## src/rtl/pair_arb_pkg.sv

```systemverilog
package pair_arb_pkg;

  localparam int GRP_W  = 3;
  localparam int KIND_W = 2;
  localparam int RES_W  = 4;

  typedef enum logic [GRP_W-1:0] {
    GRP_MT = 3'd0,
    GRP_EX = 3'd1,
    GRP_BR = 3'd2,
    GRP_LS = 3'd3,
    GRP_FE = 3'd4,
    GRP_CO = 3'd5
  } grp_e;

  localparam logic [KIND_W-1:0] KIND_PLAIN = 2'd0;
  localparam logic [KIND_W-1:0] KIND_EXC   = 2'd1;
  localparam logic [KIND_W-1:0] KIND_FAR   = 2'd2;
  localparam logic [KIND_W-1:0] KIND_PR    = 2'd3;

  // shared resource bits claimed in the issue cycle
  localparam int RB_INT  = 0;  // integer execute
  localparam int RB_ADDR = 1;  // branch address calculator
  localparam int RB_LSU  = 2;  // load/store issue port
  localparam int RB_FP0  = 3;  // first floating-point stage

  function automatic logic [RES_W-1:0] res_claim(input logic [GRP_W-1:0] g);
    logic [RES_W-1:0] m;
    m = '0;
    case (g)
      GRP_EX: m[RB_INT] = 1'b1;
      GRP_BR: begin
        m[RB_INT]  = 1'b1;
        m[RB_ADDR] = 1'b1;
        m[RB_LSU]  = 1'b1;
      end
      GRP_LS: m[RB_LSU] = 1'b1;
      GRP_FE: m[RB_FP0] = 1'b1;
      default: m = '0;
    endcase
    return m;
  endfunction

  // CO and the reserved codes always go alone
  function automatic logic solo_group(input logic [GRP_W-1:0] g);
    return g >= GRP_CO;
  endfunction

  function automatic int hold_cycles(input logic [KIND_W-1:0] k,
                                     input int exc, input int far, input int pr);
    case (k)
      KIND_EXC: return exc;
      KIND_FAR: return far;
      KIND_PR:  return pr;
      default:  return 0;
    endcase
  endfunction

  function automatic int max3(input int a, input int b, input int c);
    int m;
    m = a;
    if (b > m) m = b;
    if (c > m) m = c;
    return m;
  endfunction

endpackage

```

## src/rtl/slot_classify.sv

```systemverilog
module slot_classify
  import pair_arb_pkg::*;
#(
  parameter int LOCK_EXC = 5,
  parameter int LOCK_FAR = 2,
  parameter int LOCK_PR  = 2,
  parameter int CNT_W    = 3
) (
  input  logic              vld,
  input  logic [GRP_W-1:0]  grp,
  input  logic [KIND_W-1:0] kind,
  output logic [RES_W-1:0]  res,
  output logic              solo,
  output logic              lock_req,
  output logic [CNT_W-1:0]  lock_len
);
  int len_i;

  always_comb begin
    res      = res_claim(grp);
    solo     = solo_group(grp);
    len_i    = hold_cycles(kind, LOCK_EXC, LOCK_FAR, LOCK_PR);
    lock_len = CNT_W'(len_i);
    lock_req = vld && (grp == GRP_CO) && (len_i != 0);
  end
endmodule

```

## src/rtl/pair_rules.sv

```systemverilog
module pair_rules
  import pair_arb_pkg::*;
(
  input  logic [RES_W-1:0] res_a,
  input  logic             solo_a,
  input  logic [RES_W-1:0] res_b,
  input  logic             solo_b,
  output logic             pair_ok
);
  logic [RES_W-1:0] overlap;

  always_comb begin
    overlap = res_a & res_b;
    pair_ok = !solo_a && !solo_b && (overlap == '0);
  end
endmodule

```

## src/rtl/lock_ctr.sv

```systemverilog
module lock_ctr #(
  parameter int CNT_W = 3
) (
  input  logic             clk,
  input  logic             rst_n,
  input  logic             load,
  input  logic [CNT_W-1:0] load_len,
  output logic [CNT_W-1:0] cnt,
  output logic             active
);
  always_ff @(posedge clk or negedge rst_n) begin
    if (!rst_n)          cnt <= '0;
    else if (load)       cnt <= load_len;
    else if (cnt != '0)  cnt <= cnt - 1'b1;
  end

  assign active = (cnt != '0);
endmodule

```

## src/rtl/dual_issue_pair_arb.sv

```systemverilog
module dual_issue_pair_arb
  import pair_arb_pkg::*;
#(
  parameter int LOCK_EXC = 5,
  parameter int LOCK_FAR = 2,
  parameter int LOCK_PR  = 2
) (
  input  logic              clk,
  input  logic              rst_n,
  input  logic              slot0_vld,
  input  logic [GRP_W-1:0]  slot0_grp,
  input  logic [KIND_W-1:0] slot0_kind,
  input  logic              slot1_vld,
  input  logic [GRP_W-1:0]  slot1_grp,
  input  logic [KIND_W-1:0] slot1_kind,
  output logic              issue0,
  output logic              issue1,
  output logic              dec_stall
);
  localparam int NSLOT    = 2;
  localparam int LOCK_MAX = max3(LOCK_EXC, LOCK_FAR, LOCK_PR);
  localparam int CNT_W    = $clog2(LOCK_MAX + 1);

  logic [NSLOT-1:0]             vld;
  logic [NSLOT-1:0][GRP_W-1:0]  grp;
  logic [NSLOT-1:0][KIND_W-1:0] kind;
  logic [NSLOT-1:0][RES_W-1:0]  res;
  logic [NSLOT-1:0]             solo;
  logic [NSLOT-1:0]             lock_req;
  logic [NSLOT-1:0][CNT_W-1:0]  lock_len;

  // named internal events for the checker
  logic             pair_ok;
  logic             lock_active;
  logic             lock_load;
  logic [CNT_W-1:0] lock_sel_len;
  logic [CNT_W-1:0] lock_cnt;

  assign vld  = {slot1_vld, slot0_vld};
  assign grp  = {slot1_grp, slot0_grp};
  assign kind = {slot1_kind, slot0_kind};

  for (genvar s = 0; s < NSLOT; s++) begin : g_slot
    slot_classify #(
      .LOCK_EXC(LOCK_EXC), .LOCK_FAR(LOCK_FAR), .LOCK_PR(LOCK_PR), .CNT_W(CNT_W)
    ) u_cls (
      .vld     (vld[s]),
      .grp     (grp[s]),
      .kind    (kind[s]),
      .res     (res[s]),
      .solo    (solo[s]),
      .lock_req(lock_req[s]),
      .lock_len(lock_len[s])
    );
  end

  pair_rules u_rules (
    .res_a  (res[0]),
    .solo_a (solo[0]),
    .res_b  (res[1]),
    .solo_b (solo[1]),
    .pair_ok(pair_ok)
  );

  always_comb begin
    issue0 = vld[0] && !lock_active;
    issue1 = vld[1] && !lock_active && (!vld[0] || pair_ok);
    lock_load    = 1'b0;
    lock_sel_len = '0;
    if (issue0 && lock_req[0]) begin
      lock_load    = 1'b1;
      lock_sel_len = lock_len[0];
    end else if (issue1 && lock_req[1]) begin
      lock_load    = 1'b1;
      lock_sel_len = lock_len[1];
    end
  end

  lock_ctr #(.CNT_W(CNT_W)) u_lock (
    .clk     (clk),
    .rst_n   (rst_n),
    .load    (lock_load),
    .load_len(lock_sel_len),
    .cnt     (lock_cnt),
    .active  (lock_active)
  );

  assign dec_stall = lock_active;
endmodule

```

## config.mk

```make
export PLATFORM = sky130hd
export DESIGN_NAME = dual_issue_pair_arb
export DESIGN_NICKNAME = d
export VERILOG_FILES = /design/src/rtl/pair_arb_pkg.sv /design/src/rtl/slot_classify.sv /design/src/rtl/pair_rules.sv /design/src/rtl/lock_ctr.sv /design/src/rtl/dual_issue_pair_arb.sv
export SDC_FILE = /design/constraint.sdc
export NUM_CORES = 1
export LEC_CHECK = 0
export BUFFER_PORTS_ARGS = -buffer_cell sky130_fd_sc_hd__buf_2
export CAP_MARGIN = 20
export CORE_AREA = 2 2 39 41
export CTS_BUF_LIST = sky130_fd_sc_hd__clkbuf_4 sky130_fd_sc_hd__clkbuf_8 sky130_fd_sc_hd__clkbuf_16
export CTS_CLUSTER_DIAMETER = 150
export CTS_CLUSTER_SIZE = 20
export DETAILED_ROUTE_END_ITERATION = 7
export DIE_AREA = 0 0 41 43
export GPL_TIMING_DRIVEN = 0
export PLACE_DENSITY = 0.6
export SYNTH_ARGS = -nofsm -noshare
export SYNTH_HDL_FRONTEND = slang
export SYNTH_SLANG_ARGS = --single-unit
```

## constraint.sdc

```tcl
create_clock -name clk -period 1.3 [get_ports clk]
set_input_delay 0.195 -clock clk [delete_from_list [all_inputs] [get_ports clk]]
set_output_delay 0.195 -clock clk [all_outputs]
set_load 0.005 [all_outputs]
```

### Yosys cells after proc, flatten, opt, wreduce, memory -nomap -nowiden

Index checks and enable logic that the tools add are counted.

| word-level totals | value |
|---|---|
| bits in registers | 3 |
| input bits | 14 |
| output and inout bits | 3 |
| logic and storage cells | 64 |

| cells by class | value |
|---|---|
| reduce and logical (&&, ||, !) cells | 27 |
| add/sub/neg operators | 1 |
| equality and inequality tests | 16 |
| magnitude comparators | 2 |
| bitwise logic cells | 1 |
| muxes and demuxes | 16 |

Operator list:

| operator | count |
|---|---|
| 32-bit nonzero test | 2 |
| 3-bit by 2-bit equality test with 1-bit output (second input constant) | 4 |
| 3-bit equality test (second input constant) | 4 |
| 3-bit 2-to-1 mux | 4 |
| 3-bit one-hot mux with 2 select lines | 2 |
| 2-bit OR reduction | 6 |
| 1-bit logical AND | 11 |
| 1-bit 2-to-1 mux | 10 |
| 2-bit equality test (second input constant) | 4 |
| 3-bit by 1-bit equality test with 1-bit output (second input constant) | 2 |
| 3-bit >= comparator (second input constant) | 2 |
| 4-bit AND | 1 |
| 2-bit by 1-bit equality test with 1-bit output (second input constant) | 2 |
| 1-bit logical NOT | 4 |
| 4-bit logical NOT | 1 |
| 3-bit nonzero test | 1 |
| 3-bit by 1-bit subtractor with 3-bit output (second input constant) | 1 |
| 2-bit nonzero test | 1 |
| 1-bit logical OR | 1 |

### Depth between registers and ports, before layout

| logic depth | value |
|---|---|
| depth after elaboration | 12 |
| depth in mapped cells | 7 |
| mapped depth without buffers | 7 |

### Cells and area by module

A second synthesis with hierarchy kept.

| second synthesis, totals | value |
|---|---|
| cell total of the unflattened synthesis | 59 |
| area total of the unflattened synthesis | 480.5 sq um |

By module, submodules not included:

| module | area each (sq um) | sequential area each (sq um) | instances | cells an instance |
|---|---|---|---|---|
| lock_ctr | 196.4 | 75.1 | 1 | 20 |
| slot_classify | 83.8 | 0.0 | 2 | 12 |
| dual_issue_pair_arb | 92.6 | 0.0 | 1 | 11 |
| pair_rules | 23.8 | 0.0 | 1 | 4 |

### Worst setup path before layout

OpenSTA, ideal clock, no wires.

| timing path | value |
|---|---|
| kind | register to register |
| start point | reg u_lock.cnt[0] |
| end point | reg u_lock.cnt[1] |
| data arrival time | 1.233 ns |
| data required time | 1.227 ns |
| path slack | -0.006 ns |
| buffers on the path | 0 |
| stages on the path, launching flop included | 8 |
| library setup time | 0.073 ns |
| period minus slack after synthesis | 1.306 ns |
| cell sequence | dfrtp_1 -> inv_1 -> ha_1 -> and2b_1 -> inv_2 -> nor2_1 -> a32o_1 -> a21oi_2 |

| between the ends | value |
|---|---|
| word-level cells in the longest chain between the ends | 8 |
| elaborated cells on any way between the ends | 15 |
| classes of those cells | add/sub: 1; mux: 6; reduce/logical: 8 |

RTL lines:

| item | line | RTL |
|---|---|---|
| start, declared | lock_ctr.sv:8 | `output logic [CNT_W-1:0] cnt,` |
| start signal, assigned | lock_ctr.sv:13 | `else if (load) cnt <= load_len;` |
| start signal, assigned | lock_ctr.sv:14 | `else if (cnt != '0) cnt <= cnt - 1'b1;` |
| 3-bit nonzero test * | lock_ctr.sv:17 | `assign active = (cnt != '0);` |
| net dec_stall | dual_issue_pair_arb.sv:18 | `output logic dec_stall` |
| 1-bit logical NOT | dual_issue_pair_arb.sv:66, dual_issue_pair_arb.sv:67 |  |
| 1-bit logical AND (2 in series) | dual_issue_pair_arb.sv:67 | `issue1 = vld[1] && !lock_active && (!vld[0] \|\| pair_ok);` |
| 1-bit logical AND | dual_issue_pair_arb.sv:73 | `end else if (issue1 && lock_req[1]) begin` |
| 3-bit 2-to-1 mux / 1-bit 2-to-1 mux (equally long branches) | dual_issue_pair_arb.sv:73 |  |
| 3-bit 2-to-1 mux / 1-bit 2-to-1 mux (equally long branches) | dual_issue_pair_arb.sv:70 | `if (issue0 && lock_req[0]) begin` |
| 3-bit 2-to-1 mux / 2-bit nonzero test (equally long branches) | n/a |  |

Mark *: on every way through the listed nets, which the timed path passes. The rest lies on a longest branch. The select of a mux whose other input is x is not followed.
A chain may end at the register's enable or synchronous reset.

### Worst setup path in the final report

| timing path | value |
|---|---|
| start point | reg u_lock.cnt[0] |
| end point | out issue1 |

| between the ends | value |
|---|---|
| word-level cells in the longest chain between the ends | 4 |

RTL lines:

| item | line | RTL |
|---|---|---|
| 3-bit nonzero test | lock_ctr.sv:17 |  |
| 1-bit logical NOT | dual_issue_pair_arb.sv:67 |  |
| 1-bit logical AND (2 in series) | dual_issue_pair_arb.sv:67 |  |
| end, declared | dual_issue_pair_arb.sv:17 | `output logic issue1,` |

Every way passes these cells.

==> metrics <==
Slew Limit Fails=0; M1 WL=~350 um; post-synth top area cell=dfrtp_1; clock skew=5.41 ps; Max Cap Viol=0; Mapped Area=about 320 sq um; vias in the first global route=roughly 370; Area Growth Syn to Fin=64.7%; Rel. slew slack=0.891; grt total ovfl=0; Crit Path Max Fanout=3; HP Class=input port to asynchronous set/reset pin; Static Leakage=0.253 nW; Nets=between 80 and 90; Final Cycle Share=1.16; # fillers=approximately 150; GRT Total Usage=0.114; commonest non-fill, non-tap cell in the layout=buf_2; drt wl/cell=roughly 11 um; CTS tree=yes; initial core utilization=0.231; failing checks=negative setup slack; top routing layer used=met4; pin count of the biggest net entering global routing=5; share of Yosys cell area claimed by the top area cell type=0.235; cells on worst reg2reg path=7; VDD IR max=594 uV; first-pass GRT wire length=1.37 mm; multi-input logic area=between 200 and 300 sq um; share of cells above drive strength 1=0.578; port bufs=16; CP Capture Type=output pin; critical path arrival=approximately 1300 ps; cell count after synthesis=38; RePlAce Congestion=about 0.67; most frequent cells in the layout=15 x buf_2, 4 x clkbuf_4, 4 x buf_4; post-route cell area=~530 sq um; met3 wire length=~25 um; Clock Latency Late Sink=240 ps; row count=14; RSZ-0062 raised after global routing=true; H-tree depth=1; Worst-Margin Slew=approximately 160 ps; Cell variety after synth=23; sequential-to-total area share from yosys stat=0.235; Largest register FFs=3; critical path class=flip-flop to output pin; status=finished, violations left; top post-synthesis cells by area=dfrtp_1 24%, ha_1 7.8%, nand3b_1 7.1%; Cell Area, Placed=roughly 420 sq um; Biggest register=u_lock.cnt; antenna diode count=0; crit path launch type=flip-flop; Root Driver=clkbuf_4; # DRC=0; Pre-Repair DR Iteration Count=4; CTS clk-pin slew, worst paths=~40 ps; register area=approximately 75 sq um; Syn. warnings=0; syn avg cell area=8.40 sq um; Num CTS Buffers=3; wire length on met2=about 460 um; Sink Count=3; area of the core=0.00138 sq mm; Largest regs=u_lock.cnt x3; Hold Fails Final Rpt=0; Peak Freq=about 660 MHz; fin worst setup slack=-210 ps; Data required, critical path=between 1000 and 1500 ps; Post-Layout Cell Count=80; post-placement cell count=70; Longest Clk Path Bufs=2; flop and latch count out of synthesis=3; Initial DRC Count=3; IO Pins=17; Via Count=~400; initial antenna violation count=0; Vias/cell=just under 5; Post-DRT Antenna Nets=0; Mapped Nets=54; Routed WL=859 um; Die Y=between 40 and 50 um; crit path time final=around 1500 ps; PD cells=1750 mW/mm^2; die outline width=between 40 and 50 um; die area=between 0.0015 and 0.002 sq mm; Setup-failing EPs final=4; total power=0.920 mW
==> per-stage QoR <==
step	hold slack, ps	setup WS [ps]	utilization	TNS, ps
6_report	277	-210	0.380	-540
5_1_grt	285	-289	0.380	-1030
4_1_cts	278	-218	0.360	-485
2_1_floorplan	-101	23.2	-	0
3_5_place_dp	-8.04	-92.3	0.305	-291
3_3_place_gp	-10.4	-89.5	0.305	-274
==> logic make-up (layout without fill, tap and decap cells) <==
group	count (synthesis)	in the layout	share of synthesized area
adders and majority gates	2	2	0.0784
AOI/OAI and AO/OA	14	14	0.326
and+or+nand+nor	16	16	0.325
buffers and inverters	3	29	0.0353
DFF	3	3	0.235
==> layout make-up <==
class / count / share of cell area
sequential: 3 / 0.143
clock buffer: 4 / 0.0571
tap: 16 / 0.0381
inverter: 3 / 0.0214
timing repair buffer: 22 / 0.262
multi-input combinational: 32 / 0.479
==> cells in the mapped netlist <==
cell type / instances
o21a_1: 1
o211ai_1: 2
a21oi_1: 2
a31oi_1: 3
inv_1: 2
dfrtp_1: 3
nand4b_1: 1
nor2_1: 3
o21bai_1: 1
a22o_1: 1
a21o_2: 1
or3_2: 1
and2b_1: 2
and3b_2: 1
nand3b_1: 3
inv_2: 1
a21oi_2: 1
ha_1: 2
and4b_1: 1
o21ai_2: 1
nand2_1: 3
and2_2: 1
a32o_1: 1
==> routing by layer <==
metal  up-vias  global-route usage
li1        200                   -
met5         -                   0
met4         0              0.0600
met1       184               0.113
met2         9               0.206
met3         2              0.0157
==> worst paths after layout <==
check                         startpoint  slack [ps]       endpoint
setup / recovery           u_lock.cnt[0]        -210         issue1
hold / removal                     rst_n         280  u_lock.cnt[1]
setup reg to reg           u_lock.cnt[0]         -50  u_lock.cnt[1]
hold reg to reg            u_lock.cnt[2]         510  u_lock.cnt[2]
max in group asynchronous          rst_n         910  u_lock.cnt[0]
min in group clk           slot0_kind[1]         290  u_lock.cnt[1]
==> timing repair <==
| item | in CTS | in global routing |
|---|---|---|
| buffers inserted | 3 | 2 |
| hold buffers | 1 | 0 |
| setup endpoints to repair | 5 | 5 |
| endpoints found under the hold margin | 3 | 0 |
| resized for setup | 4 | 4 |
| pin swaps | 3 | 1 |
==> power by group <==
| part | switching [mW] | internal, mW | leakage (nW) |
|---|---|---|---|
| sequential | 0.0323 | 0.145 | 0.0342 |
| combinational | 0.235 | 0.321 | 0.200 |
| clock | 0.0509 | 0.136 | 0.0184 |
==> critical path: stages (launching register included) <==
cell	delay, ps
dfrtp_1	390
inv_2	90
ha_4	130
and2b_2	160
nand2_1	50
a31oi_1	130
buf_2	130
Power figures use the tool's default switching activity.
